`config.mk`:
```
export PLATFORM = sky130hd
export DESIGN_NAME = aud_clkdiv_chain
export DESIGN_NICKNAME = d
export VERILOG_FILES = /design/src/rtl/acd_pkg.sv /design/src/rtl/acd_src_select.sv /design/src/rtl/acd_cfg_watch.sv /design/src/rtl/acd_mck_div.sv /design/src/rtl/acd_bclk_div.sv /design/src/rtl/aud_clkdiv_chain.sv
export SDC_FILE = /design/constraint.sdc
export NUM_CORES = 1
export LEC_CHECK = 0
export CAP_MARGIN = 5
export CORE_ASPECT_RATIO = 1.25
export CORE_MARGIN = 3
export CORE_UTILIZATION = 55
export DETAILED_ROUTE_END_ITERATION = 10
export DONT_BUFFER_PORTS = 1
export HOLD_SLACK_MARGIN = 0.12
export PLACE_DENSITY = 0.7
export SYNTH_ARGS = -nofsm -noshare
export SYNTH_HDL_FRONTEND = slang
export SYNTH_HIERARCHICAL = 1
export SYNTH_SLANG_ARGS = --single-unit
```
`constraint.sdc`:
```
create_clock -name clk -period 6.19 [get_ports clk]
set_clock_uncertainty 0.1 [all_clocks]
set_input_delay 0.9285 -clock clk [delete_from_list [all_inputs] [get_ports clk]]
set_output_delay 0.9285 -clock clk [all_outputs]
set_load 0.02 [all_outputs]
```
`src/rtl/acd_pkg.sv`:
```
`timescale 1ns/1ps
// Shared types for the audio clock divider chain.
package acd_pkg;
    // Where the master clock of a direction comes from.
    typedef enum logic [1:0] {
        MCK_DIVIDE = 2'd0,  // divided down from the selected source
        MCK_PASS   = 2'd1,  // selected source passed straight through
        MCK_PIN    = 2'd2   // supplied from outside on the master-clock pin
    } mck_mode_e;
endpackage

```
`src/rtl/acd_src_select.sv`:
```
`timescale 1ns/1ps
// Source selection for one direction.
// Picks the tick line that drives the master-clock stage and decodes the mode.
// Assumes every tick input is a single-cycle pulse in the core clock domain.
module acd_src_select
    import acd_pkg::*;
(
    input  logic      sys_tick,
    input  logic      ext_tick,
    input  logic      pin_tick,
    input  logic      mck_in,
    input  logic      bypass,
    input  logic      src_ext,
    output logic      src_tick,
    output mck_mode_e mode
);

    // Mode decode: the pin takes priority over pass-through.
    always_comb begin
        if (mck_in)      mode = MCK_PIN;
        else if (bypass) mode = MCK_PASS;
        else             mode = MCK_DIVIDE;
    end

    // Tick routing: the pin in pin mode, otherwise the chosen source.
    always_comb begin
        if (mck_in)       src_tick = pin_tick;
        else if (src_ext) src_tick = ext_tick;
        else              src_tick = sys_tick;
    end

endmodule

```
`src/rtl/acd_cfg_watch.sv`:
```
`timescale 1ns/1ps
// Configuration watcher for one direction.
// Keeps a copy of the settings and raises restart for one cycle when a
// setting changes outside reset. During reset the copy just follows.
module acd_cfg_watch #(
    parameter int CFG_W = 16
) (
    input  logic             clk,
    input  logic             rst_n,
    input  logic [CFG_W-1:0] cfg,
    output logic             restart
);

    logic [CFG_W-1:0] cfg_q;

    // Snapshot of the settings, also loaded while reset is held.
    always_ff @(posedge clk) begin
        cfg_q <= cfg;
    end

    // Any difference from the snapshot outside reset restarts the chain.
    assign restart = rst_n && (cfg != cfg_q);

endmodule

```
`src/rtl/acd_mck_div.sv`:
```
`timescale 1ns/1ps
// Master-clock stage for one direction.
// Divide mode: a half-period counter of P*M source ticks drives a toggle,
// giving a 50% square wave of period 2*P*M. Pass and pin modes forward the
// tick unchanged. Outputs are registered, one core cycle after the tick.
// Assumes mode, psc8 and mod_m1 are static apart from a restart.
module acd_mck_div
    import acd_pkg::*;
#(
    parameter int PSC_HI = 8,
    parameter int MOD_W  = 8
) (
    input  logic             clk,
    input  logic             rst_n,
    input  logic             clr,
    input  logic             src_tick,
    input  mck_mode_e        mode,
    input  logic             psc8,
    input  logic [MOD_W-1:0] mod_m1,
    output logic             mck_tick,
    output logic             mck_lvl
);

    localparam int HALF_W = $clog2(PSC_HI) + MOD_W + 1;

    logic [HALF_W-1:0] psc_val;
    logic [HALF_W-1:0] mod_val;
    logic [HALF_W-1:0] half_m1;
    logic [HALF_W-1:0] cnt;

    // Half period in source ticks, minus one: P*M-1.
    assign psc_val = psc8 ? HALF_W'(PSC_HI) : HALF_W'(1);
    assign mod_val = HALF_W'(mod_m1) + HALF_W'(1);
    assign half_m1 = psc_val * mod_val - HALF_W'(1);

    // Count source ticks, toggle the level at each half period, flag rises.
    always_ff @(posedge clk) begin
        if (!rst_n || clr) begin
            cnt      <= '0;
            mck_lvl  <= 1'b0;
            mck_tick <= 1'b0;
        end else if (mode == MCK_DIVIDE) begin
            mck_tick <= 1'b0;
            if (src_tick) begin
                if (cnt == half_m1) begin
                    cnt      <= '0;
                    mck_lvl  <= ~mck_lvl;
                    mck_tick <= ~mck_lvl;
                end else begin
                    cnt <= cnt + HALF_W'(1);
                end
            end
        end else begin
            cnt      <= '0;
            mck_lvl  <= 1'b0;
            mck_tick <= src_tick;
        end
    end

    // in divide mode a master tick coincides with a fresh rising level.
    assert_rise_on_tick_R2: assert property (@(posedge clk) disable iff (!rst_n)
        (mode == MCK_DIVIDE && mck_tick) |-> (mck_lvl && !$past(mck_lvl)));

    // outside divide mode every accepted tick reappears next cycle.
    assert_pass_follows_R5: assert property (@(posedge clk) disable iff (!rst_n)
        (mode != MCK_DIVIDE && src_tick && !clr) |=> mck_tick);

    // outside divide mode the level output stays low.
    assert_pass_level_low_R4: assert property (@(posedge clk) disable iff (!rst_n)
        (mode != MCK_DIVIDE && $past(mode != MCK_DIVIDE)) |-> !mck_lvl);

endmodule

```
`src/rtl/acd_bclk_div.sv`:
```
`timescale 1ns/1ps
// Bit-clock stage for one direction.
// Counts master ticks modulo F. The first tick of each group raises
// bclk_tick, and the level is high for floor(F/2) ticks (1 when F = 1).
// Outputs are registered, one core cycle after the master tick.
module acd_bclk_div #(
    parameter int FIN_W = 4
) (
    input  logic             clk,
    input  logic             rst_n,
    input  logic             clr,
    input  logic             mck_tick,
    input  logic [FIN_W-1:0] fin_m1,
    output logic             bclk_tick,
    output logic             bclk_lvl
);

    logic [FIN_W-1:0] bcnt;
    logic [FIN_W:0]   high_n;

    // Number of master ticks with the level high in each bit period.
    assign high_n = (fin_m1 == '0) ? (FIN_W+1)'(1)
                                   : (({1'b0, fin_m1} + (FIN_W+1)'(1)) >> 1);

    // Step the position within the bit period on each master tick.
    always_ff @(posedge clk) begin
        if (!rst_n || clr) begin
            bcnt      <= '0;
            bclk_tick <= 1'b0;
            bclk_lvl  <= 1'b0;
        end else begin
            bclk_tick <= 1'b0;
            if (mck_tick) begin
                bclk_tick <= (bcnt == '0);
                bclk_lvl  <= ({1'b0, bcnt} < high_n);
                bcnt      <= (bcnt == fin_m1) ? '0 : bcnt + FIN_W'(1);
            end
        end
    end

    // a bit-clock edge only ever follows a master tick.
    assert_bclk_after_mck_R6: assert property (@(posedge clk) disable iff (!rst_n)
        bclk_tick |-> $past(mck_tick));

    // the level holds when no master tick and no restart came before.
    assert_bclk_hold_R7: assert property (@(posedge clk) disable iff (!rst_n)
        (!$past(mck_tick) && !$past(clr)) |-> $stable(bclk_lvl));

    // the first master tick of a bit period always drives the level high.
    assert_tick_high_R7: assert property (@(posedge clk) disable iff (!rst_n)
        bclk_tick |-> bclk_lvl);

    // a restart leaves both bit-clock outputs low.
    assert_restart_clears_R9: assert property (@(posedge clk) disable iff (!rst_n)
        clr |=> (!bclk_lvl && !bclk_tick));

endmodule

```
`src/rtl/aud_clkdiv_chain.sv`:
```
`timescale 1ns/1ps
// Audio master/bit clock divider chain, one chain per direction.
// Each direction selects a source tick, derives a master clock from it
// (divide, pass-through or pin), and divides that by F into a bit clock.
// Assumes all tick inputs are single-cycle pulses in the clk domain and
// that settings change only under reset; other changes restart a chain.
module aud_clkdiv_chain
    import acd_pkg::*;
#(
    parameter int NUM_DIR = 2,
    parameter int MOD_W   = 8,
    parameter int FIN_W   = 4,
    parameter int PSC_HI  = 8
) (
    input  logic                            clk,
    input  logic                            rst_n,
    input  logic                            sys_tick,
    input  logic                            ext_tick,
    input  logic [NUM_DIR-1:0]              mck_pin_tick,
    input  logic [NUM_DIR-1:0]              cfg_mck_in,
    input  logic [NUM_DIR-1:0]              cfg_bypass,
    input  logic [NUM_DIR-1:0]              cfg_src_ext,
    input  logic [NUM_DIR-1:0]              cfg_psc8,
    input  logic [NUM_DIR-1:0][MOD_W-1:0]   cfg_mod_m1,
    input  logic [NUM_DIR-1:0][FIN_W-1:0]   cfg_fin_m1,
    output logic [NUM_DIR-1:0]              mck_tick,
    output logic [NUM_DIR-1:0]              mck_lvl,
    output logic [NUM_DIR-1:0]              bclk_tick,
    output logic [NUM_DIR-1:0]              bclk_lvl
);

    localparam int CFG_W = 4 + MOD_W + FIN_W;

    for (genvar d = 0; d < NUM_DIR; d++) begin : g_dir
        mck_mode_e        mode;
        logic             src_tick;
        logic             restart;
        logic             mck_tick_w;
        logic [CFG_W-1:0] cfg_vec;

        // All settings of this direction, gathered for change detection.
        assign cfg_vec = {cfg_mck_in[d], cfg_bypass[d], cfg_src_ext[d],
                          cfg_psc8[d], cfg_mod_m1[d], cfg_fin_m1[d]};

        acd_src_select u_src (
            .sys_tick (sys_tick),
            .ext_tick (ext_tick),
            .pin_tick (mck_pin_tick[d]),
            .mck_in   (cfg_mck_in[d]),
            .bypass   (cfg_bypass[d]),
            .src_ext  (cfg_src_ext[d]),
            .src_tick (src_tick),
            .mode     (mode)
        );

        acd_cfg_watch #(.CFG_W(CFG_W)) u_watch (
            .clk     (clk),
            .rst_n   (rst_n),
            .cfg     (cfg_vec),
            .restart (restart)
        );

        acd_mck_div #(.PSC_HI(PSC_HI), .MOD_W(MOD_W)) u_mck (
            .clk      (clk),
            .rst_n    (rst_n),
            .clr      (restart),
            .src_tick (src_tick),
            .mode     (mode),
            .psc8     (cfg_psc8[d]),
            .mod_m1   (cfg_mod_m1[d]),
            .mck_tick (mck_tick_w),
            .mck_lvl  (mck_lvl[d])
        );

        acd_bclk_div #(.FIN_W(FIN_W)) u_bclk (
            .clk       (clk),
            .rst_n     (rst_n),
            .clr       (restart),
            .mck_tick  (mck_tick_w),
            .fin_m1    (cfg_fin_m1[d]),
            .bclk_tick (bclk_tick[d]),
            .bclk_lvl  (bclk_lvl[d])
        );

        assign mck_tick[d] = mck_tick_w;
    end

endmodule

```
# Word level (Yosys, flattened, before mapping)
# Cells that the tools add are included.
dict set report classes {
  n_addsub 10
  mul 2
  magnitude_cmp 2
  n_eq_ne 6
  muxes 22
  n_bitwise 6
  n_reduce_logical 17
}
# op count
set ops {}
lappend ops {{!= test 16 bit} 2}
lappend ops {{adder 12 x 1 -> 12 bit, second input constant} 2}
lappend ops {{equality test 12 bit} 2}
lappend ops {{multiplier 12 x 12 -> 12 bit} 2}
lappend ops {{two-way mux 12 bit} 2}
lappend ops {{two-way mux 4 bit} 6}
lappend ops {{subtractor 12 x 1 -> 12 bit, second input constant} 2}
lappend ops {{adder 8 x 1 -> 9 bit, second input constant} 2}
lappend ops {{logical NOT 4 bit} 4}
lappend ops {{two-way mux 1 bit} 12}
lappend ops {{adder 4 x 1 -> 5 bit, second input constant} 2}
lappend ops {{less-than comparator 4 x 5 -> 1 bit} 2}
lappend ops {{adder 4 x 1 -> 4 bit, second input constant} 2}
lappend ops {{equality test 4 bit} 2}
lappend ops {{OR reduction 2 bit} 4}
lappend ops {{NOT 1 bit} 6}
lappend ops {{logical NOT 2 bit} 2}
lappend ops {{two-way mux 2 bit} 2}
lappend ops {{AND reduction 2 bit} 2}
lappend ops {{logical AND 1 bit} 2}
lappend ops {{logical OR 1 bit} 2}
lappend ops {{logical NOT 1 bit} 1}
dict set report totals {
  regBits 72
  input_bits 38
  out_inout_bits 8
  wordCells 79
}

# Longest topological paths before layout
# Gate-level depths: netlist of the first run.
dict set report depth {
  depth_word 7
  depth_mapped 17
  mapped_depth_nobuf 17
}

# Cells and area by module
# Netlist of the first run, hierarchy kept.
# module instances cells_per_inst area_each_um2 seq_area_each_um2
set modules_own_cells {}
lappend modules_own_cells {acd_mck_div 2 224 1749.2 280.3}
lappend modules_own_cells {acd_bclk_div 2 58 501.7 120.1}
lappend modules_own_cells {acd_cfg_watch 2 37 496.7 320.3}
lappend modules_own_cells {acd_src_select 2 5 32.5 0.0}
lappend modules_own_cells {aud_clkdiv_chain 1 2 15.0 0.0}

# Least setup slack after synthesis of the first run
# Ideal clock, no wire load.
dict set report synth_path {
  kind {input to register}
  start {input port cfg_mod_m1[8] in the netlist's numbering}
  end {register g_dir[1].u_mck.cnt[10]}
  setup_time_ns 0.136
  arrival_ns 4.306
  required_ns 5.954
  path_slack_ns 1.648
  stages 17
  n_path_buf 0
  path_cell_list {ha_1 -> nand3_1 -> xor2_1 -> nand2b_1 -> inv_1 -> ha_1 -> inv_1 -> fa_1 -> inv_1 -> ha_1 -> a21o_2 -> a31o_2 -> a31oi_1 -> o21ai_2 -> xnor2_2 -> o41ai_4 -> nor2_1}
}
dict set report synth_via {
  elab_chain_cells 5
  elab_cells_between_ends 9
}
# element line_no
set synth_lines {}
lappend synth_lines {{start: declaration} aud_clkdiv_chain.sv:24} ;# input logic [NUM_DIR-1:0][MOD_W-1:0] cfg_mod_m1,
lappend synth_lines {{adder 8 x 1 -> 9 bit} acd_mck_div.sv:33} ;# assign mod_val = HALF_W'(mod_m1) + HALF_W'(1);
lappend synth_lines {{multiplier 12 x 12 -> 12 bit} acd_mck_div.sv:34} ;# assign half_m1 = psc_val * mod_val - HALF_W'(1);
lappend synth_lines {{subtractor 12 x 1 -> 12 bit} acd_mck_div.sv:34}
lappend synth_lines {{equality test 12 bit} acd_mck_div.sv:45} ;# if (cnt == half_m1) begin
lappend synth_lines {{two-way mux 12 bit} acd_mck_div.sv:45}
lappend synth_lines {{end signal: assignment} acd_mck_div.sv:50} ;# cnt <= cnt + HALF_W'(1);
lappend synth_lines {{end: declaration} acd_mck_div.sv:29} ;# logic [HALF_W-1:0] cnt;
# Several ways; a longest one is shown, not always the timed one.
# A chain may end at the register's enable or synchronous reset.

# Final worst setup path of the first run
dict set report layout_path {
  start {input port cfg_mod_m1[8] in the netlist's numbering}
  end {register g_dir[1].u_mck.cnt[2]}
}
# The elaborated chain is that of the path after synthesis.

==> impl_metrics.csv, run 1 <==
group,metric,value,unit
outcome,status,"complete, no violations",
route,drt_first_iter_violations,151,
grt,overflow,0,
critical_path,slowest_stage,"o41ai_4",
logic_synthesis,syn_inst,650,
final_layout,final_cell_mix,"xnor2_1, inv_1, dfxtp_1",
grt,grt_first_pass_wirelength,18.91,mm
route,drt-total-wl,11.13,mm
logic_synthesis,yosysWarnings,6,
grt,grtUsageMet2,37.41,%
grt,antenna_found_initial,0,
place,pre_cts_ws,1261,ps
critical_path,cpPeakStageDelay,560,ps
final_layout,drive_above_1_share,6.555,%
logic_synthesis,synth_nets,758,
min_path,min_path_type,"flop to flop",
route,via_count,4271,
grt,gr-usage-met3,5.729,%
clocking,clock_sinks,72,
floorplanning,boundaryPins,46,
final_layout,layout_commonest_cell,"xnor2_1",
sta,maxSlewViolCount,0,
sta,fmax,218.9,MHz
route,dr.pass1.iters,4,
final_layout,syn_to_final_growth,6.486,%
clocking,htreeDepth,3,
clocking,post_cts.repair.setup_buffers,0,
sta,period_share,73.81,%
grt,gr-max-usage-layer,"met2",
pwr,power,0.001402,W
sta,finalWorstSetupSlack,1621,ps
logic_synthesis,yosysTopAreaCellShare,25.85,%
pwr,peakVddDrop,0.0001776,V
grt,grt_pass1_vias,4248,
clocking,clk_latency,340,ps
floorplanning,initial_core_util,57.13,%
sta,slew_headroom,52.80,%
sta,worst_pin_slew,703.2,ps
floorplanning,die_area,11390,um^2
floorplanning,rows,40,
route,vias_per_cell,5.462,
clocking,cts_made_buffers,9,
logic_synthesis,post-synth-top-area-cell,"dfxtp_1",
sta,rsz0062_at_grt,"no",
critical_path,critical_path_class,"input port to flop",
clocking,clockBufferDepth,2,
critical_path,cp.arrival,4670,ps
logic_synthesis,avgSynthCellArea,8.577,um^2
grt,grt_use_total,20.79,%
final_layout,n_antenna_cell,0,
place,dp.final_hpwl,8.931,mm
grt,use_met1,22.61,%
place,placed_area,5665,um^2
pwr,p_per_area,236.2,nW/um^2
final_layout,layout.nets,759,
floorplanning,die_w,96.06,um
sta,post-route-min-period,4569,ps
clocking,clk_pin_slew_worst_paths,60,ps
logic_synthesis,seq_area_frac_synth,25.85,%
logic_synthesis,synth-seq-cells,72,
pwr,power_leakage,2.431,nW
clocking,cts_tree,"yes",
critical_path,path_cells,"ha_1 -> nand3_1 -> xor2_1 -> nand2b_1 -> inv_1 -> ha_1 -> inv_1 -> fa_1 -> inv_1 -> ha_1 -> a21o_2 -> a31o_2 -> a31oi_1 -> xnor2_1 -> nand4_1 -> o41ai_4 -> nor2_1",
place,place.gp.congestion,0.8289,
sta,hold_violations,0,
flow_run,max_cap_viol_count,0,
clocking,cts-hold-fix-buffers,0,
logic_synthesis,syn_area,5575,um^2
critical_path,crit_required,6290,ps
logic_synthesis,synthDistinctLibCells,46,
route,drtAntennaViolNets,0,
clocking,root_buffer,"clkbuf_16",
place,portBuffers,0,
critical_path,critPathMaxFanout,10,
floorplanning,die_height,118.6,um
logic_synthesis,synth.area.top_cells,"dfxtp_1, xnor2_1, ha_1",
floorplanning,core_area,9759,um^2
clocking,cts_resized,0,
route,routedWlPerCell,14.24,um
grt,grt_max_degree,20,
final_layout,fin_area,5937,um^2
critical_path,cp-start-kind,"input port",
sta,finalSetupViolCount,0,
sta,final.setup.tns,0,ps
critical_path,endpoint_kind,"flop",
route,drc,0,
-- stage by stage --
| step | cells | util, % | hold slack [ps] |
|---|---|---|---|
| 6_report | 782 | 60.83 | 452.7 |
| 5_1_grt | 782 | 60.83 | 483.3 |
| 4_1_cts | 782 | 60.83 | 441.5 |
| 3_5_place_dp | 766 | 58.05 | 433.9 |
| 3_3_place_gp | 766 | 58.05 | 437.8 |
| 2_1_floorplan | 650 | - | 389.5 |
-- cells in the mapped netlist, drive strengths merged --
master   number
a2111o        2
a2111oi       2
a211oi        4
a21o          6
a21oi        18
a31o          4
a31oi         2
and2          2
and3          2
and4          4
buf           6
clkbuf        4
dfxtp        72
fa           10
ha           60
inv          76
mux2          2
mux2i         4
nand2        60
nand2b       20
nand3        26
nand4        26
nor2         52
nor2b         4
nor3          8
nor3b         6
nor4          6
o21ai        18
o21bai        2
o311ai        4
o31ai         2
o41a          2
o41ai         2
or2           4
or3           2
or4           4
xnor2        92
xor2         30
-- kinds of logic (layout without fill, tap and decap cells) --
group / Yosys count / count (layout) / share of synthesized area, %
flip-flops: 72 / 72 / 25.85
AND/OR/NAND/NOR: 226 / 226 / 20.42
AO/OA/AOI/OAI: 68 / 68 / 9.784
adder cells (fa/ha/maj): 70 / 70 / 17.06
buffers and inverters: 86 / 92 / 6.328
XOR/XNOR: 122 / 122 / 19.43
multiplexers: 6 / 6 / 1.122
-- critical path, delay by kind of cell --
family / cells / cell delay, ps
xor gates and xnor gates: 2 / 390
buffers and inverters: 3 / 140
and+or+nand+nor: 4 / 600
adders and majority gates: 4 / 1360
AOI/OAI and AO/OA: 4 / 1260
-- state kept, by name, indices dropped and copies added (netlist names) --
register and flops:
g_dir.u_bclk/bclk_tick 2, g_dir.u_bclk/bclk_lvl 2, g_dir.u_watch/cfg_q 32, g_dir.u_mck/cnt 24
g_dir.u_bclk/bcnt 8, g_dir.u_mck/mck_lvl 2, g_dir.u_mck/mck_tick 2
-- power by group --
part	internal (W)	total (W)	switching, W	leakage [nW]
registers	0.000476	0.000485	0.00000813	0.593
logic	0.000195	0.000439	0.000244	1.71
clock network	0.000272	0.000479	0.000206	0.129
total	0.000944	0.00140	0.000458	2.43
-- routing by layer --
metal,part of all wire [%],vias up
li1,-,2177
met1,41,2004
met2,53,69
met3,4.1,21
met4,2.4,0
met5,0,-
-- final timing paths --
kind / from / to / slack, ps / cells after the start
worst max-delay path: cfg_mod_m1[8] / g_dir[1].u_mck/cnt[2]$_SDFFE_PP0P_ / 1620 / 17
worst min-delay path: g_dir[1].u_mck/cnt[0]$_SDFFE_PP0P_ / g_dir[1].u_mck/cnt[0]$_SDFFE_PP0P_ / 450 / 2
worst max register to register: g_dir[1].u_mck/cnt[0]$_SDFFE_PP0P_ / g_dir[1].u_mck/cnt[2]$_SDFFE_PP0P_ / 3870 / 7
worst min register to register: g_dir[1].u_mck/cnt[0]$_SDFFE_PP0P_ / g_dir[1].u_mck/cnt[0]$_SDFFE_PP0P_ / 450 / 2
-- area by class of cell --
| cell class | count | area [um^2] |
|---|---|---|
| fill | 882 | 3822 |
| multi-input combinational | 492 | 3781 |
| sequential | 72 | 1441 |
| inverter | 76 | 285.3 |
| clock buffer | 10 | 229.0 |
| tap | 126 | 157.7 |
| clock inverter | 6 | 42.54 |
No activity file was read; power rests on OpenSTA's default activity.
==> run 2: changes to the inputs <==
- PLACE_DENSITY: 0.7 -> 0.73
- clock period: 6.19 -> 3.67 ns (I/O delays scaled with it)
==> run 2 against run 1 <==
The flow now finishes with violations (negative setup slack). Global-route usage up 1.5 points. Worst setup slack worse by 1800 ps. Non-clock buffer count is 61 higher. Design area grew 18%. Die area stayed put. Clock-buffer cell count shrank 1. Sequential share of layout area shrank 3.6 points. Highest routed layer unchanged.
==> impl_metrics.csv, run 2 (same netlist as run 1, synthesis figures left out) <==
group,metric,value,unit
outcome,status,"finished, violations left",
route,vias_per_cell,5.522,
grt,grt_use_total,22.26,%
clocking,cts_tree,"yes",
place,pre_cts_ws,-434.7,ps
route,routedWlPerCell,16.42,um
grt,overflow,0,
clocking,clockBufferDepth,2,
critical_path,endpoint_kind,"flop",
floorplanning,die_w,96.06,um
critical_path,critical_path_class,"input port to flop",
clocking,clock_sinks,72,
sta,fmax,260.3,MHz
clocking,htreeDepth,3,
final_layout,multi_input_area,4292,um^2
sta,period_share,104.7,%
clocking,root_buffer,"clkbuf_16",
route,via_count,4655,
flow_run,max_cap_viol_count,0,
final_layout,largest_register_ffs,32,
final_layout,drive_above_1_share,21.62,%
final_layout,final_cell_mix,"xnor2_1, dfxtp_1, inv_1",
sta,post-route-min-period,3842,ps
grt,grt_first_pass_wirelength,20.38,mm
grt,antenna_found_initial,0,
clocking,clk_pin_slew_worst_paths,70,ps
sta,maxSlewViolCount,0,
final_layout,nFillCells,712,
critical_path,reg2reg_depth,8,
floorplanning,core_area,9759,um^2
sta,finalWorstSetupSlack,-172.3,ps
critical_path,cp-start-kind,"input port",
floorplanning,rows,40,
min_path,min_delay_path_depth,0,
route,dr.pass1.iters,4,
grt,grt_pass1_vias,4589,
pwr,power_leakage,2.803,nW
route,drt-total-wl,13.84,mm
place,numPlacedInstances,803,
floorplanning,die_height,118.6,um
min_path,min_path_type,"input port to flop",
place,place.gp.congestion,0.8713,
pwr,peakVddDrop,0.0002791,V
final_layout,layout.nets,820,
route,drc,0,
route,drtAntennaViolNets,0,
final_layout,layout_commonest_cell,"xnor2_1",
place,portBuffers,0,
sta,slew_headroom,54.52,%
final_layout,reg_top3,"g_dir.u_watch/cfg_q: 32 flops, g_dir.u_mck/cnt: 24 flops, g_dir.u_bclk/bcnt: 8 flops",
floorplanning,initial_core_util,57.13,%
critical_path,crit_required,3800,ps
clocking,cts_made_buffers,9,
outcome,violations,"negative setup slack",
route,drt_first_iter_violations,168,
final_layout,n_antenna_cell,0,
place,dp.final_hpwl,9.438,mm
critical_path,critPathMaxFanout,5,
critical_path,cp.arrival,3970,ps
sta,worst_pin_slew,678.0,ps
floorplanning,boundaryPins,46,
pwr,p_per_area,401.8,nW/um^2
final_layout,largest-register,"g_dir.u_watch/cfg_q",
floorplanning,die_area,11390,um^2
sta,hold_violations,0,
final_layout,instances_no_fill,843,
clocking,clk_latency,340,ps
sta,rsz0062_at_grt,"yes",
grt,grt_max_degree,20,
final_layout,regArea,1441,um^2
final_layout,syn_to_final_growth,25.13,%
sta,finalSetupViolCount,25,
run 2: cell count changes in the layout (fill, tap and decap cells not counted), sizes merged:
cell / before / now
inv: 78 / 80
clkbuf: 10 / 9
buf: 0 / 43
dlygate4sd3: 0 / 18
clkinv: 2 / 1
run 2: area by class of cell:
class / instances / share of cell area (%)
multi-input cells: 492 / 61.51
clock inverters: 7 / 0.8788
flip-flops and latches: 72 / 20.66
repair buffers: 61 / 7.371
clock buffers: 9 / 3.228
well taps: 126 / 2.260
inverters: 76 / 4.089
run 2: routing by layer:
layer  vias to the layer above  share of wire (%)  track usage [%]
li1                       2300                  -                -
met3                        27                5.0            4.328
met2                       102                 54            39.87
met5                         -                  0                0
met1                      2226                 38            25.17
met4                         0                2.7            8.541
run 2: power by group:
| part | switching [W] | leakage, nW | internal [W] |
|---|---|---|---|
| logic | 0.000576 | 2.08 | 0.000559 |
| clock network | 0.000379 | 0.135 | 0.000470 |
| registers | 0.0000154 | 0.593 | 0.000803 |
run 2: repair_timing:
item / in CTS / in global routing
endpoints found under the setup margin: 13 / 28
pin swaps: 1 / 34
hold endpoints to repair: 5 / 13
hold buffers: 5 / 13
setup buffers: 0 / 5
gates resized for setup: 5 / 69
gates cloned: 0 / 1
run 2: critical path, stage by stage:
cell	delay, ps
ha_4	160
xor2_2	180
nand2_1	130
ha_1	310
inv_1	60
fa_1	530
inv_1	60
ha_4	300
nand2_2	70
a211oi_4	280
nor2_1	100
xnor2_1	250
nand4_1	270
o41ai_4	460
buf_4	210
nor2_1	40
run 2: per-stage QoR:
stage	setup TNS (ps)	hold slack, ps	cell area, um^2	utilization [%]	total power [W]
floorplan	-4049	389.5	5743	-	0.001537
detailed placement	-9617	430.5	6111	62.62	0.001758
CTS	-161.0	120.6	6465	66.24	0.002622
finish	-2058	127.9	6977	71.49	0.002803
global placement	-7893	428.9	6111	62.62	0.001732
global route	-5159	119.3	6977	71.49	0.002958
run 2: final timing paths:
check             slack, ps                                   end                                 start
hold / removal          130    g_dir[0].u_watch/cfg_q[14]$_DFF_P_                         cfg_bypass[0]
setup / recovery       -170    g_dir[0].u_mck/cnt[2]$_SDFFE_PP0P_                         cfg_mod_m1[1]
setup reg to reg       1440    g_dir[0].u_mck/cnt[2]$_SDFFE_PP0P_     g_dir[0].u_watch/cfg_q[5]$_DFF_P_
hold reg to reg         460  g_dir[1].u_bclk/bcnt[1]$_SDFFE_PP0P_  g_dir[1].u_bclk/bcnt[1]$_SDFFE_PP0P_
==> run 3: changes to the inputs <==
- SYNTH_HIERARCHICAL: 1 -> not set
==> run 3 against run 2 <==
Register-to-register slack worse by 190 ps. Non-clock buffer count up 6. Flip-flop and latch count unchanged. First-iteration DRC count fell by 38%. Largest power group unchanged. Core utilization down 1.2 points. Largest cell class unchanged. Sequential share of layout area rose by 0.34 points. Clock power is essentially flat. Critical path depth increased by 1. Sequential power shrank 1%. The run still ends with negative setup slack left. Synthesized cell count rose by 1.4%.
==> impl_metrics.csv, run 3 <==
group,metric,value,unit
floorplanning,rows,40,
floorplanning,die_w,96.11,um
logic_synthesis,syn_area,5582,um^2
logic_synthesis,syn_inst,659,
clocking,clk_latency,330,ps
clocking,cts-hold-fix-buffers,0,
grt,grt_first_pass_wirelength,21.36,mm
pwr,power_leakage,2.900,nW
critical_path,crit_required,3790,ps
logic_synthesis,yosysMostFrequentCell,"dfxtp_1",
grt,overflow,0,
route,drt_first_iter_violations,104,
place,portBuffers,0,
critical_path,cpPeakStageDelay,490,ps
logic_synthesis,synth_nets,767,
route,drtAntennaViolNets,0,
critical_path,endpoint_kind,"flop",
sta,post-route-min-period,3933,ps
floorplanning,die_height,118.6,um
sta,fmax,254.3,MHz
final_layout,largest_register_ffs,32,
route,vias_per_cell,5.509,
critical_path,timing.critical_path.mode_cell,"ha_4",
floorplanning,boundaryPins,46,
final_layout,layout.nets,824,
final_layout,reg_top3,"g_dir.u_watch.cfg_q: 32 flops, g_dir.u_mck.cnt: 24 flops, g_dir.u_bclk.bcnt: 8 flops",
sta,whs,142.4,ps
critical_path,critical_path_class,"input port to flop",
critical_path,path_cells,"ha_4 -> xor2_2 -> nand2_1 -> ha_1 -> inv_1 -> fa_1 -> inv_2 -> ha_4 -> and2_4 -> a221oi_4 -> a21boi_2 -> or3_4 -> a2111oi_4 -> nand3_2 -> o311ai_4 -> buf_6 -> nor2_1",
min_path,min_path_type,"input port to flop",
final_layout,multi_input_area,4203,um^2
logic_synthesis,synthDistinctLibCells,56,
logic_synthesis,yosysTopAreaCellShare,25.82,%
logic_synthesis,async_flop_share,0,%
route,routedWlPerCell,15.39,um
sta,finalSetupViolCount,21,
critical_path,crit_start,"cfg_mod_m1[0]",
sta,hold_violations,0,
grt,grt_use_total,23.54,%
route,via_count,4661,
final_layout,instances_no_fill,846,
logic_synthesis,seq_area_frac_synth,25.82,%
place,dp.final_hpwl,10.05,mm
logic_synthesis,post-synth-top-area-cell,"dfxtp_1",
final_layout,final_cell_mix,"dfxtp_1, xnor2_1, buf_4",
logic_synthesis,synth_edf_count,0,
route,dr.pass1.iters,4,
place,numPlacedInstances,822,
pwr,peakVddDrop,0.0003437,V
sta,slew_headroom,64.47,%
final_layout,largest-register,"g_dir.u_watch.cfg_q",
final_layout,drive_above_1_share,21.94,%
sta,worst_pin_slew,529.4,ps
sta,finalWorstSetupSlack,-262.7,ps
critical_path,cp-start-kind,"input port",
critical_path,cp.arrival,4050,ps
floorplanning,core_area,9759,um^2
critical_path,cp_num_buf_inv,3,
critical_path,slowest_stage,"fa_1",
outcome,violations,"negative setup slack",
critical_path,endpoint,"g_dir[0].u_mck.cnt[9]$_SDFFE_PP0P_",
clocking,cts_tree,"yes",
logic_synthesis,yosysWarnings,0,
route,drt-total-wl,13.02,mm
logic_synthesis,synth_commonest_cells,"dfxtp_1, xnor2_1, inv_1",
critical_path,regToRegSetupSlack,1250,ps
critical_path,reg2reg_to,"g_dir[1].u_mck.cnt[5]$_SDFFE_PP0P_",
floorplanning,die_area,11400,um^2
grt,antenna_found_initial,0,
logic_synthesis,synth-seq-cells,72,
grt,grt_pass1_vias,4872,
critical_path,timing.rr.start,"g_dir[1].u_mck.cnt[4]$_SDFFE_PP0P_",
final_layout,syn_to_final_growth,22.98,%
clocking,root_buffer,"clkbuf_16",
clocking,clockBufferDepth,2,
critical_path,cp.depth,17,
critical_path,critPathTopFamily,"adder cells",
sta,period_share,107.2,%
critical_path,critPathMaxFanout,8,
flow_run,max_cap_viol_count,0,
outcome,status,"finished, violations left",
route,drc,0,
clocking,clock_sinks,72,
critical_path,reg2reg_depth,9,
sta,maxSlewViolCount,0,
final_layout,nFillCells,727,
logic_synthesis,avgSynthCellArea,8.470,um^2
place,place.gp.congestion,0.8308,
logic_synthesis,synth.area.top_cells,"dfxtp_1, ha_1, xnor2_1",
grt,grt_max_degree,23,
final_layout,layout_commonest_cell,"dfxtp_1",
sta,rsz0062_at_grt,"yes",
final_layout,n_antenna_cell,0,
floorplanning,initial_core_util,57.19,%
final_layout,regArea,1441,um^2
pwr,p_per_area,387.1,nW/um^2
logic_synthesis,ys.flop_type,"dfxtp_1",
clocking,htreeDepth,3,
clocking,clk_pin_slew_worst_paths,60,ps
clocking,cts_made_buffers,9,
[run 3: how the worst min path moves through the flow]
stage / start / end / slack, ps / cells after the start
2_1_floorplan: g_dir[1].u_bclk.bclk_lvl$_SDFFE_PP0P_ / g_dir[1].u_bclk.bclk_lvl$_SDFFE_PP0P_ / 360 / 2
3_3_place_gp: g_dir[1].u_mck.cnt[1]$_SDFFE_PP0P_ / g_dir[1].u_mck.cnt[1]$_SDFFE_PP0P_ / 410 / 2
3_5_place_dp: g_dir[1].u_bclk.bcnt[3]$_SDFFE_PP0P_ / g_dir[1].u_bclk.bclk_tick$_SDFF_PP0_ / 420 / 1
4_1_cts: cfg_mod_m1[9] / g_dir[1].u_watch.cfg_q[5]$_DFF_P_ / 130 / 0
5_1_grt: cfg_mod_m1[9] / g_dir[1].u_watch.cfg_q[5]$_DFF_P_ / 130 / 0
6_report: cfg_mod_m1[8] / g_dir[1].u_watch.cfg_q[4]$_DFF_P_ / 140 / 0
[run 3: timing repair]
item                                   CTS  global route
gates resized for setup                 19            34
pin swaps                                8             9
setup buffers                            3             5
cloned                                   1             0
endpoints found under the hold margin    0             0
setup endpoints to repair               27            28
[run 3: cells by family after synthesis]
logic type	Yosys count	share of synthesized area [%]
AO/OA/AOI/OAI	81	10.31
XOR/XNOR	114	17.89
adder cells (fa/ha/maj)	70	17.04
buffers and inverters	85	6.299
flip-flops	72	25.82
multiplexers	7	1.323
AND/OR/NAND/NOR	230	21.32
[run 3: report_power, final]
group,switching (W),leakage [nW],internal [W]
Combinational,0.000491,2.17,0.000505
Sequential,0.00000780,0.592,0.000801
Clock,0.000326,0.136,0.000526
[run 3: through the flow]
stage               TNS, ps  utilization, %  instance area [um^2]  total power [W]  setup WS [ps]
finish                -3369           70.33                  6864         0.002657         -262.7
detailed placement   -14160           64.01                  6247         0.001717         -598.9
floorplan             -6685               -                  5813         0.001477         -364.9
global route          -6895           70.33                  6864         0.002799         -430.3
global placement     -11590           64.01                  6247         0.001688         -465.9
CTS                   -1561           68.36                  6671         0.002607         -161.7
[run 3: routing by layer]
metal	global-route usage [%]	up-vias	wire [um]
li1	-	2326	-
met5	0	-	0
met4	8.274	0	238
met2	45.83	87	7333
met1	23.82	2228	4992
met3	4.201	20	455
[run 3: area by class of cell]
type,count,share of cell area [%]
multi-input combinational,502,61.23
inverter,64,3.500
tap,126,2.297
timing repair buffer,67,7.783
clock inverter,4,0.8020
clock buffer,11,3.390
sequential,72,21.00
[run 3: worst reg2reg max path: cells and delay by family (launching register included)]
family | cells | cell delay, ps
DFF | 1 | 380
and+or+nand+nor | 5 | 1080
xor gates and xnor gates | 1 | 100
AOI/OAI and AO/OA | 1 | 340
buffers and inverters | 2 | 310
